## src/rtl/stall_trk_pkg.sv

```systemverilog
package stall_trk_pkg;

    localparam int NUM_CNT   = 4;
    localparam int IDX_LDST  = 0;
    localparam int IDX_CTIST = 1;
    localparam int IDX_TAKEN = 2;
    localparam int IDX_UNTKN = 3;

    typedef struct packed {
        logic ex;
        logic cmp;
        logic mac;
        logic cti;
        logic ld;
        logic st;
    } unit_t;

endpackage

```

## src/rtl/stall_unit_decode.sv

```systemverilog
module stall_unit_decode
    import stall_trk_pkg::*;
(
    input  unit_t unit,
    output logic  chk_a,
    output logic  chk_b,
    output logic  map_upd,
    output logic  is_load,
    output logic  is_cti
);

    logic two_src;
    logic store_only;

    always_comb begin
        two_src    = unit.ex | unit.cmp | unit.mac;
        store_only = unit.st & ~(two_src | unit.cti | unit.ld);
        chk_a      = two_src | unit.cti;
        chk_b      = two_src;
        map_upd    = ~store_only;
        is_load    = unit.ld;
        is_cti     = unit.cti;
    end

endmodule

```

## src/rtl/stall_src_hazard.sv

```systemverilog
module stall_src_hazard #(
    parameter int NREG  = 16,
    parameter int REG_W = $clog2(NREG)
) (
    input  logic [NREG-1:0] map,
    input  logic [REG_W:0]  src,
    input  logic            en,
    output logic            hit
);

    logic [REG_W-1:0] idx;
    logic             in_range;

    always_comb begin
        idx      = src[REG_W-1:0];
        in_range = (32'(idx) < NREG);
        hit      = en && !src[REG_W] && in_range && map[idx];
    end

endmodule

```

## src/rtl/stall_sat_add.sv

```systemverilog
module stall_sat_add #(
    parameter int W  = 32,
    parameter int IW = 3
) (
    input  logic [W-1:0]  cur,
    input  logic [IW-1:0] inc,
    output logic [W-1:0]  nxt
);

    localparam int WS = W + 1;

    logic [W:0] sum;

    always_comb begin
        sum = {1'b0, cur} + WS'(inc);
        nxt = sum[W] ? {W{1'b1}} : sum[W-1:0];
    end

endmodule

```

## src/rtl/stall_tracker.sv

```systemverilog
module stall_tracker
    import stall_trk_pkg::*;
#(
    parameter int NREG    = 16,
    parameter int CNT_W   = 32,
    parameter int LD_PEN  = 2,
    parameter int CTI_PEN = 2,
    localparam int REG_W   = $clog2(NREG),
    localparam int STALL_W = $clog2(2 * LD_PEN + CTI_PEN + 1)
) (
    input  logic               clk,
    input  logic               rst_n,
    input  logic               clr,
    input  logic               iss_vld,
    input  logic               u_exec,
    input  logic               u_cmp,
    input  logic               u_mac,
    input  logic               u_cti,
    input  logic               u_load,
    input  logic               u_store,
    input  logic               cti_taken,
    input  logic [REG_W:0]     src_a,
    input  logic [REG_W:0]     src_b,
    input  logic [REG_W-1:0]   ld_dst,
    output logic               stall_vld,
    output logic [STALL_W-1:0] stall_cyc,
    output logic [NREG-1:0]    pend_map,
    output logic [NREG-1:0]    act_map,
    output logic [CNT_W-1:0]   ld_stall_cnt,
    output logic [CNT_W-1:0]   cti_stall_cnt,
    output logic [CNT_W-1:0]   taken_cnt,
    output logic [CNT_W-1:0]   untaken_cnt
);

    localparam int NSRC = 2;

    typedef struct packed {
        logic [NREG-1:0]                  pend;
        logic [NREG-1:0]                  act;
        logic                             vld;
        logic [STALL_W-1:0]               stall;
        logic [NUM_CNT-1:0][CNT_W-1:0]    cnt;
    } state_t;

    state_t st_d, st_q;

    unit_t unit;
    logic  chk_a, chk_b, map_upd, is_load, is_cti;

    assign unit = '{ex: u_exec, cmp: u_cmp, mac: u_mac,
                    cti: u_cti, ld: u_load, st: u_store};

    stall_unit_decode u_dec (
        .unit    (unit),
        .chk_a   (chk_a),
        .chk_b   (chk_b),
        .map_upd (map_upd),
        .is_load (is_load),
        .is_cti  (is_cti)
    );

    // Hazard test of each source against the loads of the previous
    // non-store instruction.
    logic [NSRC-1:0][REG_W:0] src_f;
    logic [NSRC-1:0]          src_en;
    logic [NSRC-1:0]          src_hit;

    assign src_f  = {src_b, src_a};
    assign src_en = {chk_b, chk_a};

    generate
        for (genvar s = 0; s < NSRC; s++) begin : g_src
            stall_src_hazard #(.NREG(NREG), .REG_W(REG_W)) u_haz (
                .map (st_q.pend),
                .src (src_f[s]),
                .en  (src_en[s]),
                .hit (src_hit[s])
            );
        end
    endgenerate

    logic [STALL_W-1:0] n_hits;
    logic [STALL_W-1:0] ld_pen_amt;
    logic [STALL_W-1:0] cti_pen_amt;
    logic               taken_ev;
    logic               untaken_ev;

    always_comb begin
        n_hits      = STALL_W'(src_hit[0]) + STALL_W'(src_hit[1]);
        ld_pen_amt  = n_hits * STALL_W'(LD_PEN);
        taken_ev    = is_cti & cti_taken;
        untaken_ev  = is_cti & ~cti_taken;
        cti_pen_amt = taken_ev ? STALL_W'(CTI_PEN) : '0;
    end

    // Saturating counters, one adder per counter.
    logic [NUM_CNT-1:0][STALL_W-1:0] cnt_inc;
    logic [NUM_CNT-1:0][CNT_W-1:0]   cnt_nxt;

    always_comb begin
        cnt_inc            = '0;
        cnt_inc[IDX_LDST]  = ld_pen_amt;
        cnt_inc[IDX_CTIST] = cti_pen_amt;
        cnt_inc[IDX_TAKEN] = STALL_W'(taken_ev);
        cnt_inc[IDX_UNTKN] = STALL_W'(untaken_ev);
    end

    generate
        for (genvar k = 0; k < NUM_CNT; k++) begin : g_cnt
            stall_sat_add #(.W(CNT_W), .IW(STALL_W)) u_sat (
                .cur (st_q.cnt[k]),
                .inc (cnt_inc[k]),
                .nxt (cnt_nxt[k])
            );
        end
    endgenerate

    logic [NREG-1:0] dst_bit;

    always_comb begin
        dst_bit = '0;
        if (32'(ld_dst) < NREG) begin
            dst_bit[ld_dst] = 1'b1;
        end
    end

    // Next-state process.
    always_comb begin
        st_d     = st_q;
        st_d.vld = 1'b0;
        if (clr) begin
            st_d = '0;
        end else if (iss_vld) begin
            st_d.vld   = 1'b1;
            st_d.stall = ld_pen_amt + cti_pen_amt;
            if (map_upd) begin
                st_d.act  = st_q.pend;
                st_d.pend = is_load ? dst_bit : '0;
            end
            st_d.cnt = cnt_nxt;
        end
    end

    always_ff @(posedge clk or negedge rst_n) begin
        if (!rst_n) begin
            st_q <= '0;
        end else begin
            st_q <= st_d;
        end
    end

    assign stall_vld     = st_q.vld;
    assign stall_cyc     = st_q.stall;
    assign pend_map      = st_q.pend;
    assign act_map       = st_q.act;
    assign ld_stall_cnt  = st_q.cnt[IDX_LDST];
    assign cti_stall_cnt = st_q.cnt[IDX_CTIST];
    assign taken_cnt     = st_q.cnt[IDX_TAKEN];
    assign untaken_cnt   = st_q.cnt[IDX_UNTKN];

endmodule

```

## config.mk

```make
export PLATFORM = sky130hd
export DESIGN_NAME = stall_tracker
export DESIGN_NICKNAME = d
export VERILOG_FILES = /design/src/rtl/stall_trk_pkg.sv /design/src/rtl/stall_unit_decode.sv /design/src/rtl/stall_src_hazard.sv /design/src/rtl/stall_sat_add.sv /design/src/rtl/stall_tracker.sv
export SDC_FILE = /design/constraint.sdc
export NUM_CORES = 1
export LEC_CHECK = 0
export BUFFER_PORTS_ARGS = -buffer_cell sky130_fd_sc_hd__buf_2
export CELL_PAD_IN_SITES_DETAIL_PLACEMENT = 1
export CELL_PAD_IN_SITES_GLOBAL_PLACEMENT = 2
export CORE_ASPECT_RATIO = 0.75
export CORE_MARGIN = 2
export CORE_UTILIZATION = 36
export DETAILED_ROUTE_END_ITERATION = 7
export GPL_ROUTABILITY_DRIVEN = 0
export GPL_TIMING_DRIVEN = 0
export PLACE_DENSITY_LB_ADDON = 0.08
export REMOVE_ABC_BUFFERS = 1
export SLEW_MARGIN = 20
export SYNTH_ARGS = -nofsm -noshare
export SYNTH_HDL_FRONTEND = slang
export SYNTH_HIERARCHICAL = 1
export SYNTH_SLANG_ARGS = --single-unit
```

## constraint.sdc

```tcl
create_clock -name clk -period 3.7 [get_ports clk]
set_input_delay 0.37 -clock clk [delete_from_list [all_inputs] [get_ports clk]]
set_output_delay 0.37 -clock clk [all_outputs]
set_load 0.03 [all_outputs]
```

# Word level (Yosys, flattened, before mapping)
# Cells that the tools add are included.
# W data, S select, Z words.
word_totals:
  register_bits: 164
  input_bits: 25
  wordCells: 52
op_classes:
  n_addsub: 6
  order_cmp: 4
  eq_ne: 1
  muxes: 15
  bitwise: 9
  n_reduce_logical: 9
op_table:
  columns: ["cell", "count"]
  rows:
  - ["$mux W164", 2]
  - ["$mux W32", 5]
  - ["$add A32 B1 Y33", 2]
  - ["$add A32 B2 Y33", 1]
  - ["$add A32 B3 Y33", 1]
  - ["$mux W16", 1]
  - ["$lt A4 B5 Y1 const B", 3]
  - ["$bmux W1 S4", 2]
  - ["$logic_and A1 B1 Y1", 5]
  - ["$demux W1 S4", 1]
  - ["$ge A4 B1 Y1 const B", 1]
  - ["$or A1 B1 Y1", 4]
  - ["$add A3 B2 Y3", 1]
  - ["$and A1 B1 Y1", 3]
  - ["$mux W1", 3]
  - ["$add A1 B1 Y2", 1]
  - ["$logic_not A1 Y1", 2]
  - ["$mux W2", 1]
  - ["$ne A2 B2 Y1 const B", 1]
  - ["$not A1 Y1", 2]
  - ["$reduce_and A2 Y1", 1]
  - ["$reduce_bool A2 Y1", 1]

# Depth between registers and ports, before layout
depth:
  word_depth: 10
  ltp_mapped: 14

# Hierarchy
# Netlist, hierarchy kept.
by_module_without_submodules:
  columns: ["module", "instances", "cells_per_inst", "area_each_um2", "seq_area_each_um2"]
  rows:
  - ["stall_tracker", 1, 545, 6725.2, 4078.9]
  - ["stall_sat_add", 4, 147, 1027.2, 0.0]
  - ["stall_src_hazard", 2, 14, 148.9, 0.0]
  - ["stall_unit_decode", 1, 5, 42.5, 0.0]

# Worst setup path before layout
# OpenSTA, ideal clock, no wires.
synth_timing:
  kind: "reg2reg"
  from: "register st_q, in the netlist pend_map[13]"
  to: "register st_q, in the netlist ld_stall_cnt[28]"
  setup_time_ns: 0.132
  t_arrival_ns: 3.439
  required_time_ns: 3.568
  slack_ns: 0.129
  path_stages_with_launch: 14
  path_buffers: 1
  period_less_slack_ns: 3.571
  path_cell_list: "dfrtp_1 mux4_2 a2bb2oi_1 a32oi_1 nor3b_1 ha_1 fa_1 a21oi_2 or4_1 buf_4 nor4_4 mux2_1 mux2i_1 nor2_1"
synth_lines:
  columns: ["element", "line", "rtl"]
  rows:
  - ["from (decl)", "stall_tracker.sv:45", "state_t st_d, st_q;"]
  - ["from (signal assigned)", "stall_tracker.sv:148", "st_q <= st_d;"]

==> flow_results.org <==
** Run status
- Run status :: finished clean

** CTS
- Number of sinks driven by the clock tree :: 163
- Deepest level of the CTS H-tree :: 4
- TritonCTS buffer count :: 17
- Clock tree from TritonCTS :: yes
- After clock tree synthesis, the clock-pin slew on the worst setup and hold paths is 70 ps.
- The clock passes through at most 2 buffers.
- The tree is rooted in a clkbuf_16.
- Worst-skew pair later-pin latency :: 440 ps

** Flow run
- Max-cap violations in this run came to 0.

** Yosys
- Async set-reset flop share out of synthesis :: 100%
- Summing the sequential cell areas from Yosys gives 36.5% of the chip area.
- Of the total synthesized cell area, the portion taken by AND, OR, NAND and NOR gates is 26.0%.
- In this run the mean area of a mapped cell was 9.58 um^2.
- Count of distinct cell types in the synthesized netlist :: 60
- The portion of synthesized area spent on multiplexers is 16.2%.
- The synthesized netlist devotes 12.2% of its cell area to compound gates.
- #FFs+latches synth :: 163
- EDFF count, synth :: 0
- The Yosys step of the flow raised 6 warnings.
- After Yosys synthesis, full adders, half adders and majority gates account for 2.35% of the synthesized area.
- In the synthesized netlist the dominant register cell turns out to be dfrtp_1.
- After Yosys synthesis, XOR and XNOR cells account for 2.19% of the synthesized area.
- After synthesis, the largest family of logic cells by area is simple AND/OR/NAND/NOR gates.
- Synthesized instance count :: 1166
- The mapped netlist covers 11200 um^2.

** STA
- RSZ-0062 raised after global routing :: true
- In the finished design, the share of the clock period the worst path needs comes to 98.6%.
- Derived from the worst setup path, the maximum achievable clock frequency is 0.274 GHz.
- Measured against its own limit, the worst slew margin works out to 43.7%.
- Final Hold Slack :: 302 ps
- Final Max Slew Viols :: 0
- Largest clock skew in the final design :: 8.78 ps
- The final number of hold-violating endpoints came to 0.
- Number of setup violations in the final report :: 0
- Final Critical Period :: 3650 ps
- At the pin with the least slew margin, the transition time is 842 ps.

** Route
- Dividing the detail-routed wire length by the instance count gives 19.2 um.
- The first detailed-routing pass ran for 4 iterations.
- Average vias per placed instance :: 5.61
- The routed design has 33400 um of wire.
- Once detail routing completed, the nets flagged for antenna violations numbered 0.
- Post-detailed-route DRC marker count :: 0
- For this block, the initial DRC count from the detailed router was 431.
- The routed layout has 9743 vias.

** Floorplanning
- Die outline area :: 32500 um^2
- The floorplan step set the die height to 157 um.
- Placement row count :: 55
- Initial Utilization :: 36.8%
- During I/O placement, the number of pins put on the boundary was 189.
- In this run the horizontal extent of the chip is 207 um.
- Floorplan core area :: 30300 um^2

** Place
- The number of placed instances, taps included, is 1695.
- Detailed placement finished with a half-perimeter wire length of 22600 um.
- Port buffering added 187 buffers.

** Worst setup path
- Data on the critical path arrives at its endpoint at 3970 ps.
- CP required :: 4020 ps
- The critical path in this run is classified as flip-flop to flip-flop.
- Capturing element type of the critical path :: flip-flop
- Launching element type of the critical path :: flip-flop
- Maximum fanout along the worst path :: 7

** Power and ir drop
- IR drop worst, VDD :: 0.301 mV
- Final total power :: 0.00406 W
- Summed over all cells, the static leakage comes to 6.62 nW.
- Areal power density over the cells :: 308 nW/um^2

** Hold path
- The path class of the tightest hold or removal check is input port to flip-flop.

** Cells and area
- The post-route netlist has 23.5% of its cells at a drive strength greater than 1.
- The repair_antennas step left the layout with diodes totalling 0.
- Post-route insts no fill :: 1737
- Compared with the post-synthesis result, the final layout area differs by 17.9%.
- In the final design database the tool counted 1368 nets.

** Global route
- Total routing usage reported by global routing :: 20.8%
- Pin count of the biggest net entering global routing :: 90
- The initial antenna violation count came to 1.
- The first global-routing pass estimated 54300 um of wire.
- Remaining global-route overflow :: 0
- The via count of the first global-routing pass came to 9569.
-- synth_stat cells, types with 5 or more instances --
master	number	area (um^2)
clkbuf_1	29	109
nand3_1	82	410
a32o_1	16	160
inv_1	20	75.1
o21ai_0	12	60.1
xor2_1	8	70.1
and3_1	20	125
nand2_1	80	300
fa_1	5	100
buf_6	10	113
xnor2_1	20	175
or3_1	16	100
nor4_1	20	125
and4_1	12	105
or4_1	20	150
mux2i_1	154	1540
nand2b_1	12	75.1
a41oi_1	8	70.1
buf_2	16	80.1
nor2b_1	10	62.6
a31oi_1	46	288
a21oi_1	28	140
dfrtp_1	163	4080
ha_1	13	163
nor3_1	12	60.1
and2_1	7	43.8
nor4_4	16	340
o31ai_1	16	120
a21oi_2	5	43.8
a21o_1	8	60.1
mux2_1	16	180
a21bo_2	13	130
nand4_1	16	100
nor2_1	148	556
buf_4	14	105
-- worst max-delay path, cell delays in order (launching register included) --
cell and delay (ps):
dfrtp_2 460, mux4_2 480, a2bb2oi_1 150, a32oi_2 270, nor3b_2 90, ha_1 340, fa_2 250, a21oi_4 90
or4_4 670, nor4_4 210, mux2_4 330, mux2i_1 130, nor2_1 50
-- cell families (layout without fill, tap and decap cells) --
logic type	after synthesis	after routing
flops	163	163
mux	174	174
other cells	1	10
simple gates	503	503
compound gates	185	185
fa+ha+maj	18	18
buf+inv	94	257
xor+xnor	28	28
-- registers in the layout, indices dropped and copies added, names as in the netlist --
signal	flops
stall_vld	1
pend_map	16
stall_cyc	2
cti_stall_cnt	32
taken_cnt	32
ld_stall_cnt	32
untaken_cnt	32
act_map	16
-- cell usage in the layout, fill, tap and decap left out, types with 8 or more instances in the layout --
cell,count
o31ai_1,16
nor3_1,11
nand4_1,16
nand2_1,80
a21bo_2,13
or4_1,19
inv_1,20
xor2_1,8
xnor2_1,20
clkbuf_16,17
a21o_1,8
o21ai_0,12
a21oi_1,28
dfrtp_2,8
mux2i_1,154
nor2b_1,10
buf_2,184
or3_1,16
nor4_4,16
and3_1,20
conb_1,10
nor4_1,17
and4_1,12
a31oi_1,46
ha_1,12
nor2_1,148
dfrtp_1,155
buf_4,9
nand3_1,81
a32o_1,16
mux2_1,13
nand2b_1,12
-- cell type report --
| cell class | count | area [um^2] |
|---|---|---|
| fill | 3495 | 17200 |
| multi-input combinational | 918 | 6760 |
| sequential | 163 | 4090 |
| clock inverter | 9 | 103 |
| tap | 399 | 499 |
| timing repair buffer | 201 | 1150 |
| clock buffer | 23 | 488 |
| inverter | 24 | 90.1 |
-- per-stage QoR --
stage	setup TNS [ps]	util, %	worst slack (ps)	cell area (um^2)
2_1_floorplan	0	-	71.9	10800
3_3_place_gp	-256390	40.3	-1720	12200
3_5_place_dp	-19130	40.8	-680	12400
4_1_cts	0	43.2	5.05	13100
5_1_grt	-338	43.4	-80.1	13200
6_report	0	43.4	53.1	13200
-- final timing paths --
path,startpoint,depth (start not counted),slack [ps],end
min,clr,2,300,ld_stall_cnt[29]$_DFFE_PN0P_
min reg2reg,stall_cyc[2]$_DFFE_PN0P_,2,520,stall_cyc[2]$_DFFE_PN0P_
min in group asynchronous,rst_n,2,490,ld_stall_cnt[30]$_DFFE_PN0P_
max,pend_map[0]$_DFFE_PN0P_,12,50,ld_stall_cnt[26]$_DFFE_PN0P_
max in group asynchronous,rst_n,3,2330,pend_map[0]$_DFFE_PN0P_
max reg2reg,pend_map[0]$_DFFE_PN0P_,12,50,ld_stall_cnt[26]$_DFFE_PN0P_
-- power by group --
group          internal, W  total, W  leakage, nW  switching, W
registers          0.00180   0.00182         2.26     0.0000227
clock network      0.00106   0.00183        0.285      0.000771
logic             0.000140  0.000401         4.08      0.000260
-- routing by layer --
metal	vias up	wire, um	GRT usage (%)
li1	4646	-	-
met4	2	339	4.66
met2	137	14800	31.5
met1	4936	17000	30.1
met3	22	1270	4.58
met5	-	13	0
-- repair_timing --
item                       in CTS  in global routing
buffers inserted                8                  1
gates resized for setup        17                 12
hold endpoints to repair       74                  0
setup endpoints to repair      32                 11
pin swaps                       7                 11
hold buffers                    1                  0
Power figures use the tool's default switching activity.
